[config.mk]
export PLATFORM = sky130hd
export DESIGN_NAME = xlock_guard
export DESIGN_NICKNAME = d
export VERILOG_FILES = /design/src/rtl/xlock_pkg.sv /design/src/rtl/xlock_fuse_bank.sv /design/src/rtl/xlock_access_mon.sv /design/src/rtl/xlock_osc_gate.sv /design/src/rtl/xlock_guard.sv
export SDC_FILE = /design/constraint.sdc
export NUM_CORES = 1
export LEC_CHECK = 0
export BUFFER_PORTS_ARGS = -buffer_cell sky130_fd_sc_hd__buf_2
export CAP_MARGIN = 20
export CORE_MARGIN = 2
export CORE_UTILIZATION = 20
export DETAILED_ROUTE_END_ITERATION = 16
export GPL_ROUTABILITY_DRIVEN = 0
export PLACE_DENSITY_LB_ADDON = 0.2
export SYNTH_ARGS = -nofsm -noshare
export SYNTH_HDL_FRONTEND = slang
export SYNTH_SLANG_ARGS = --single-unit
[constraint.sdc]
create_clock -name clk -period 1.35 [get_ports clk]
set_clock_uncertainty 0.1 [all_clocks]
set_input_delay 0 -clock clk [delete_from_list [all_inputs] [get_ports clk]]
set_output_delay 0 -clock clk [all_outputs]
set_load 0.01 [all_outputs]
[src/rtl/xlock_pkg.sv]
package xlock_pkg;

    localparam int FUSE_W = 8;

    // Bit positions decoded by the bus controller and reset logic
    localparam int BIT_IFETCH_OFF = 3;
    localparam int BIT_DATA_OFF   = 2;
    localparam int BIT_OSC_WATCH  = 0;

    // Only these positions accept a one; everything else stays zero
    localparam logic [FUSE_W-1:0] WRITABLE_MASK =
        FUSE_W'((1 << BIT_IFETCH_OFF) | (1 << BIT_DATA_OFF) | (1 << BIT_OSC_WATCH));

    typedef struct packed {
        logic [3:0] rsv_hi;
        logic       ifetch_off;
        logic       data_off;
        logic       rsv_lo;
        logic       osc_watch;
    } fuse_t;

    // Access ports watched by the monitor
    localparam int PORT_IFETCH = 0;
    localparam int PORT_DATA   = 1;
    localparam int NUM_PORTS   = 2;

    typedef struct packed {
        logic ifetch;
        logic data;
        logic osc;
    } trip_t;

    // Set-only merge: a write can add enable bits, never remove one
    function automatic fuse_t fuse_merge(input fuse_t cur, input logic [FUSE_W-1:0] wdata);
        return fuse_t'(FUSE_W'(cur) | (wdata & WRITABLE_MASK));
    endfunction

    function automatic logic any_trip(input trip_t t);
        return t.ifetch | t.data | t.osc;
    endfunction

endpackage

[src/rtl/xlock_fuse_bank.sv]
module xlock_fuse_bank
    import xlock_pkg::*;
#(
    parameter int          ADDR_W   = 16,
    parameter int unsigned CFG_ADDR = 32'h1FF6
) (
    input  logic              clk,
    input  logic              prog_mode,
    input  logic              wr_en,
    input  logic [ADDR_W-1:0] wr_addr,
    input  logic [FUSE_W-1:0] wr_data,
    output fuse_t             fuse
);

    localparam logic [ADDR_W-1:0] CFG_A = ADDR_W'(CFG_ADDR);

    // Nonvolatile cells: blank at power-up, untouched by the logic reset
    fuse_t fuse_q = '0;
    logic  wr_hit;

    assign wr_hit = prog_mode && wr_en && (wr_addr == CFG_A);

    always_ff @(posedge clk) begin
        if (wr_hit) begin
            fuse_q <= fuse_merge(fuse_q, wr_data);
        end
    end

    assign fuse = fuse_q;

endmodule

[src/rtl/xlock_access_mon.sv]
module xlock_access_mon
    import xlock_pkg::*;
#(
    parameter int          ADDR_W    = 16,
    parameter int unsigned INT_LIMIT = 32'h4000
) (
    input  logic [NUM_PORTS-1:0]             req,
    input  logic [NUM_PORTS-1:0][ADDR_W-1:0] addr,
    input  fuse_t                            fuse,
    output logic [NUM_PORTS-1:0]             trip
);

    localparam logic [ADDR_W-1:0] LIMIT_A = ADDR_W'(INT_LIMIT);

    logic [NUM_PORTS-1:0] is_ext;
    logic [NUM_PORTS-1:0] armed;

    assign armed[PORT_IFETCH] = fuse.ifetch_off;
    assign armed[PORT_DATA]   = fuse.data_off;

    // One external-space comparator per watched port
    for (genvar g = 0; g < NUM_PORTS; g++) begin : g_port
        assign is_ext[g] = req[g] && (addr[g] >= LIMIT_A);
        assign trip[g]   = is_ext[g] && armed[g];
    end

endmodule

[src/rtl/xlock_osc_gate.sv]
module xlock_osc_gate (
    input  logic clk,
    input  logic rst,
    input  logic osc_fail,
    input  logic enable,
    output logic osc_trip
);

    logic prev_q;

    always_ff @(posedge clk) begin
        if (rst) begin
            prev_q <= 1'b0;
        end else begin
            prev_q <= osc_fail;
        end
    end

    // Only a fresh failure edge counts, so a stuck level asks once
    assign osc_trip = enable && osc_fail && !prev_q;

endmodule

[src/rtl/xlock_guard.sv]
module xlock_guard
    import xlock_pkg::*;
#(
    parameter int          ADDR_W    = 16,
    parameter int unsigned INT_LIMIT = 32'h4000,
    parameter int unsigned CFG_ADDR  = 32'h1FF6
) (
    input  logic              clk,
    input  logic              rst,
    input  logic              prog_mode,
    input  logic              cfg_wr_en,
    input  logic [ADDR_W-1:0] cfg_wr_addr,
    input  logic [7:0]        cfg_wr_data,
    output logic [7:0]        cfg_rd_data,
    input  logic              pf_load,
    input  logic [ADDR_W-1:0] pf_addr,
    input  logic              dat_req,
    input  logic [ADDR_W-1:0] dat_addr,
    input  logic              osc_fail,
    output logic              rst_req,
    output logic              dump_inhibit
);

    fuse_t                            fuse;
    logic [NUM_PORTS-1:0]             acc_req;
    logic [NUM_PORTS-1:0][ADDR_W-1:0] acc_addr;
    logic [NUM_PORTS-1:0]             acc_trip;
    logic                             osc_trip;
    trip_t                            trips;
    logic                             rst_req_q;

    xlock_fuse_bank #(
        .ADDR_W   (ADDR_W),
        .CFG_ADDR (CFG_ADDR)
    ) u_bank (
        .clk       (clk),
        .prog_mode (prog_mode),
        .wr_en     (cfg_wr_en),
        .wr_addr   (cfg_wr_addr),
        .wr_data   (cfg_wr_data),
        .fuse      (fuse)
    );

    assign acc_req[PORT_IFETCH]  = pf_load;
    assign acc_addr[PORT_IFETCH] = pf_addr;
    assign acc_req[PORT_DATA]    = dat_req;
    assign acc_addr[PORT_DATA]   = dat_addr;

    xlock_access_mon #(
        .ADDR_W    (ADDR_W),
        .INT_LIMIT (INT_LIMIT)
    ) u_mon (
        .req  (acc_req),
        .addr (acc_addr),
        .fuse (fuse),
        .trip (acc_trip)
    );

    xlock_osc_gate u_osc (
        .clk      (clk),
        .rst      (rst),
        .osc_fail (osc_fail),
        .enable   (fuse.osc_watch),
        .osc_trip (osc_trip)
    );

    always_comb begin
        trips.ifetch = acc_trip[PORT_IFETCH];
        trips.data   = acc_trip[PORT_DATA];
        trips.osc    = osc_trip;
    end

    always_ff @(posedge clk) begin
        if (rst) begin
            rst_req_q <= 1'b0;
        end else begin
            rst_req_q <= any_trip(trips);
        end
    end

    assign rst_req      = rst_req_q;
    assign cfg_rd_data  = 8'(fuse);
    assign dump_inhibit = fuse.data_off;

endmodule

==> flow_summary.ini, run 1 <==
[grt]
grt_pass1_vias = 360
grtUsageTotal_pct = 9.956
grt_pass1_wl_mm = 1.304
grt_remaining_overflow = 0
antenna_found_initial = 0
grt_max_degree = 5

[logic_synthesis]
ys_types = 15
yosysSeqAreaShare_pct = 44.83
yosysWarningCount = 0
yosys.area.top_type_share_pct = 31.03
synth_area_leaders = edfxtp_1 31%, buf_4 18%, dfxtp_1 14%
synth_largest_area_cell = edfxtp_1
synth_seq_cells = 5
avgSynthCellArea_um2 = 10.75
netlist_instances = 27
synth_area_um2 = 290.3

[die]
fp.dieW_um = 42.10
initial_core_util_pct = 21.76
die-area_um2 = 1772
io_pins = 73
core_area_um2 = 1334
rows = 13
die_height_um = 42.10

[clock_tree]
cts_sinks = 5
clock_latency_ns = 0.23
cts.clk_slew.worst_paths_ns = 0.04
cts_inserted_buffers = 3
h-tree-depth = 1
clockRootBuffer = clkbuf_4
cts_resized = 0
cts_tree = built
clockBufferDepth = 2

[outcome]
outcome = finished clean

[min_path]
worstHoldPathType = input port to flop
hold_start = dat_addr[15]

[worst_setup_path]
crit_path_end_kind = flop
path_delay_family = flip-flops
critPathKind = flop to flop
crit_chain = or2_2
r2r-start = u_bank.fuse[2]
cp_slowest_stage_delay_ns = 0.41
worst-endpoint-arrival_ns = 0.94
path_buf_inv = 0
required_ns = 1.23
setup.worst_path.start = u_bank.fuse[2]
start_kind = flop
cp_max_fo = 4
slowest_stage = edfxtp_1

[sta]
finalHoldViolCount = 0
setup_tns_ns = 0
holdWs_ns = 0.02211
fmax_mhz = 938.8
setup_viol = 0
slew_violations = 0
fin_crit_sh_pct = 78.90
min_period_ns = 1.065
grt_setup_unrepaired = false

[finish]
drive_gt1_share_pct = 58.33
syn2layout_area_growth_pct = 94.83
nets = 136
num_antenna_cells = 0
stdcell_area_um2 = 565.5

[placement]
placedInstanceArea_um2 = 449.2
dp_hpwl_um = 599.4
portBuffers = 34

[drt]
drc = 0
dr.first_iter.drc_count = 2
wl_um = 762
first_pass_iters = 3
via_per_inst = 4.057
wl_per_cell_um = 8.759
antenna_left = 0
vias = 353

[power_and_ir_drop]
p_leak_uw = 0.0002737
power_density_nw_per_um2 = 725.6
vdd_drop_max_v = 0.0001950

[flow_run]
maxCapViolCount = 0
Yosys cell counts, drive strengths merged:
library cell,number
nand4b,1
nand4,1
nand3b,1
conb,1
nand4bb,1
nor2b,1
nand3,1
buf,7
nor4,1
o211ai,2
edfxtp,3
a31oi,1
dfxtp,2
or2,3
and4bb,1
layout by cell type, fill, tap and decap left out, types with 2 or more instances in the layout:
| cell | n |
|---|---|
| buf_2 | 34 |
| clkbuf_4 | 3 |
| conb_1 | 5 |
| dfxtp_1 | 2 |
| dlygate4sd3_1 | 9 |
| edfxtp_1 | 3 |
| o211ai_1 | 2 |
| or2_2 | 3 |
kinds of logic after synthesis:
kind of cell           synth area share, %
flip-flops                           44.83
AO/OA/AOI/OAI                        7.327
buffers and inverters                18.10
other                                1.292
AND/OR/NAND/NOR                      28.45
final timing paths:
check                           slack, ns        endpoint  cells after the start
worst max-delay path                 0.28  u_bank.fuse[2]                      1
worst min-delay path                 0.02         rst_req                      3
worst max register to register       0.28  u_bank.fuse[2]                      1
worst min register to register       0.41         rst_req                      2
sequential cells by signal, indices dropped and copies added (netlist names):
signal	flops
u_bank.fuse	3
u_osc.prev_q	1
rst_req	1
routing by layer:
layer | up-vias | share of wire, % | routed length, µm | GRT usage, %
li1 | 178 | - | - | -
met1 | 148 | 34 | 260 | 8.355
met2 | 27 | 52 | 400 | 19.69
met3 | 0 | 13 | 101 | 2.155
met4 | 0 | 0 | 0 | 7.500
met5 | - | 0 | 0 | 0
metrics by stage:
stage                     instances  total power [µW]  utilization (%)  setup WS, ns
after global routing             87             437.4            42.40        0.2324
after global placement           74             226.0            33.68       0.04517
after floorplan                  31             195.8                -       0.08796
after detailed placement         74             227.1            33.68       0.03788
final                            87             410.3            42.40        0.2848
after CTS                        87             416.6            42.40        0.2803
where the power goes:
| group | internal (µW) | switching (µW) |
|---|---|---|
| sequential | 165 | 0.499 |
| combinational | 54.8 | 24.6 |
| clock | 111 | 54.4 |
| total | 331 | 79.5 |
layout make-up:
| type | count | area, µm² |
|---|---|---|
| fillers | 142 | 768.2 |
| repair buffers | 44 | 267.8 |
| flip-flops and latches | 5 | 130.1 |
| multi-input cells | 19 | 122.6 |
| clock buffers | 4 | 26.28 |
| well taps | 15 | 18.77 |
timing repair:
action	4_1_cts	5_1_grt
endpoints found under the hold margin	5	0
setup buffers	0	0
hold buffers	9	0
setup endpoints to repair	0	0
No activity file was read; power rests on OpenSTA's default activity.
==> inputs of run 2 (changes only) <==
--- a/config.mk
+++ b/config.mk
@@ -8,7 +8,7 @@
 export BUFFER_PORTS_ARGS = -buffer_cell sky130_fd_sc_hd__buf_2
 export CAP_MARGIN = 20
 export CORE_MARGIN = 2
-export CORE_UTILIZATION = 20
+export CORE_UTILIZATION = 18
 export DETAILED_ROUTE_END_ITERATION = 16
 export GPL_ROUTABILITY_DRIVEN = 0
 export PLACE_DENSITY_LB_ADDON = 0.2
==> constraint.sdc (replaced) <==
create_clock -name clk -period 0.95 [get_ports clk]
set_clock_uncertainty 0.1 [all_clocks]
set_input_delay 0 -clock clk [delete_from_list [all_inputs] [get_ports clk]]
set_output_delay 0 -clock clk [all_outputs]
set_load 0.01 [all_outputs]
==> run 2 against run 1 <==
The flow now finishes with violations (hold timing, setup timing). Largest power group unchanged. Final area is 13% higher. Critical path type unchanged. Global-route usage is 0.23 points lower. Worst hold slack worse by 0.085 ns. Core utilization is 0.21 points higher. Critical endpoint is now u_bank.fuse[3]. Clock power is 45% higher. Sequential power is 42% higher. Non-clock buffer count stayed put. Register-to-register slack worse by 0.32 ns.
==> flow_summary.ini, run 2 (synthesis gave the netlist of run 1 again) <==
[drt]
antenna_left = 0
drc = 0
wl_per_cell_um = 10.23
wl_um = 900
via_per_inst = 4.136
dr.first_iter.drc_count = 2
first_pass_iters = 4
vias = 364

[clock_tree]
cts.clk_slew.worst_paths_ns = 0.04
cts_setup_buffers = 0
cts_sinks = 5
clockRootBuffer = clkbuf_4
clock_latency_ns = 0.24
clockBufferDepth = 2
h-tree-depth = 1
cts_tree = built
cts_inserted_buffers = 3
hold_buffers = 7

[grt]
antenna_found_initial = 0
grt_pass1_vias = 358
grt_max_degree = 4
grtUsageTotal_pct = 9.721
grt_pass1_wl_mm = 1.248
grt_remaining_overflow = 0

[finish]
largest_register_ffs = 3
num_antenna_cells = 0
syn2layout_area_growth_pct = 121.1
mostFrequentLayoutCell = buf_2
final_cell_mix = 30 x buf_2, 7 x dlygate4sd3_1, 7 x buf_6, 5 x conb_1
fin_cells = 88
nets = 136
final_util_pct = 42.61
drive_gt1_share_pct = 65.28

[placement]
dp_hpwl_um = 695.2
dp.cells = 77
portBuffers = 34

[worst_setup_path]
path_buf_inv = 0
slowest_stage = edfxtp_1
required_ns = 0.84
critPathKind = flop to flop
worst-endpoint-arrival_ns = 0.87
cp_max_fo = 2
crit_path_end_kind = flop
cp_slowest_stage_delay_ns = 0.40
start_kind = flop
path_delay_family = flip-flops
crit_chain = or2_4

[sta]
slew_violations = 0
min_period_ns = 0.9870
fmax_mhz = 1013
fin_crit_sh_pct = 103.9
holdWs_ns = -0.06320
finalHoldViolCount = 3
worst_slack_ns = -0.03695
setup_tns_ns = -0.1937
setup_viol = 7
grt_setup_unrepaired = true

[min_path]
worstHoldPathType = input port to flop

[die]
initial_core_util_pct = 19.27
core_area_um2 = 1506
die-area_um2 = 1950
io_pins = 73
fp.dieW_um = 44.16
rows = 14
die_height_um = 44.16

[flow_run]
maxCapViolCount = 0

[outcome]
outcome = complete, but fails checks
failed_checks = hold timing, setup timing

[power_and_ir_drop]
vdd_drop_max_v = 0.0004493
power_density_nw_per_um2 = 927.7
p_leak_uw = 0.0003069
[run 2: changes by cell type in the layout (fill, tap and decap cells not counted), sizes merged]
| cell | delta |
|---|---|
| buf | +2 |
| dlygate4sd3 | -2 |
[run 2: report_power, final]
part | total [µW] | switching [µW] | internal, µW | leakage (µW)
combinational | 121 | 41.5 | 79.1 | 0.000249
clock | 240 | 81.7 | 158 | 0.0000150
sequential | 235 | 0.711 | 234 | 0.0000432
[run 2: repair_timing]
| item | in CTS | in global routing |
|---|---|---|
| gates resized for setup | 7 | 0 |
| endpoints found under the hold margin | 5 | 3 |
| endpoints found under the setup margin | 7 | 8 |
[run 2: cell type report]
| type | count | area (µm²) |
|---|---|---|
| fill | 150 | 864.6 |
| timing repair buffer | 44 | 299.0 |
| clock buffer | 4 | 26.28 |
| tap | 16 | 20.02 |
| multi-input combinational | 19 | 166.4 |
| sequential | 5 | 130.1 |
[run 2: worst paths after layout]
check	start	endpoint	slack (ns)	cells after the start
hold / removal	cfg_wr_data[2]	u_bank.fuse[2]	-0.06	2
setup reg to reg	u_bank.fuse[3]	u_bank.fuse[3]	-0.04	1
setup / recovery	u_bank.fuse[3]	u_bank.fuse[3]	-0.04	1
hold reg to reg	u_osc.prev_q	rst_req	0.40	2
[run 2: stage by stage]
step | instance area (µm²) | total power, µW | setup WS [ns]
6_report | 641.9 | 595.5 | -0.03695
5_1_grt | 641.9 | 630.4 | -0.07847
4_1_cts | 641.9 | 609.4 | -0.04548
3_5_place_dp | 509.2 | 336.1 | -0.1699
3_3_place_gp | 509.2 | 335.2 | -0.1558
2_1_floorplan | 349.1 | 286.5 | -0.08949
[run 2: layer usage]
metal	routed length (µm)	share of wire, %	up-vias	GRT usage [%]
met3	121	13	2	4.082
li1	-	-	179	-
met1	272	30	153	6.030
met2	486	54	30	19.41
met5	0	0	-	0
met4	19	2.1	0	9.091
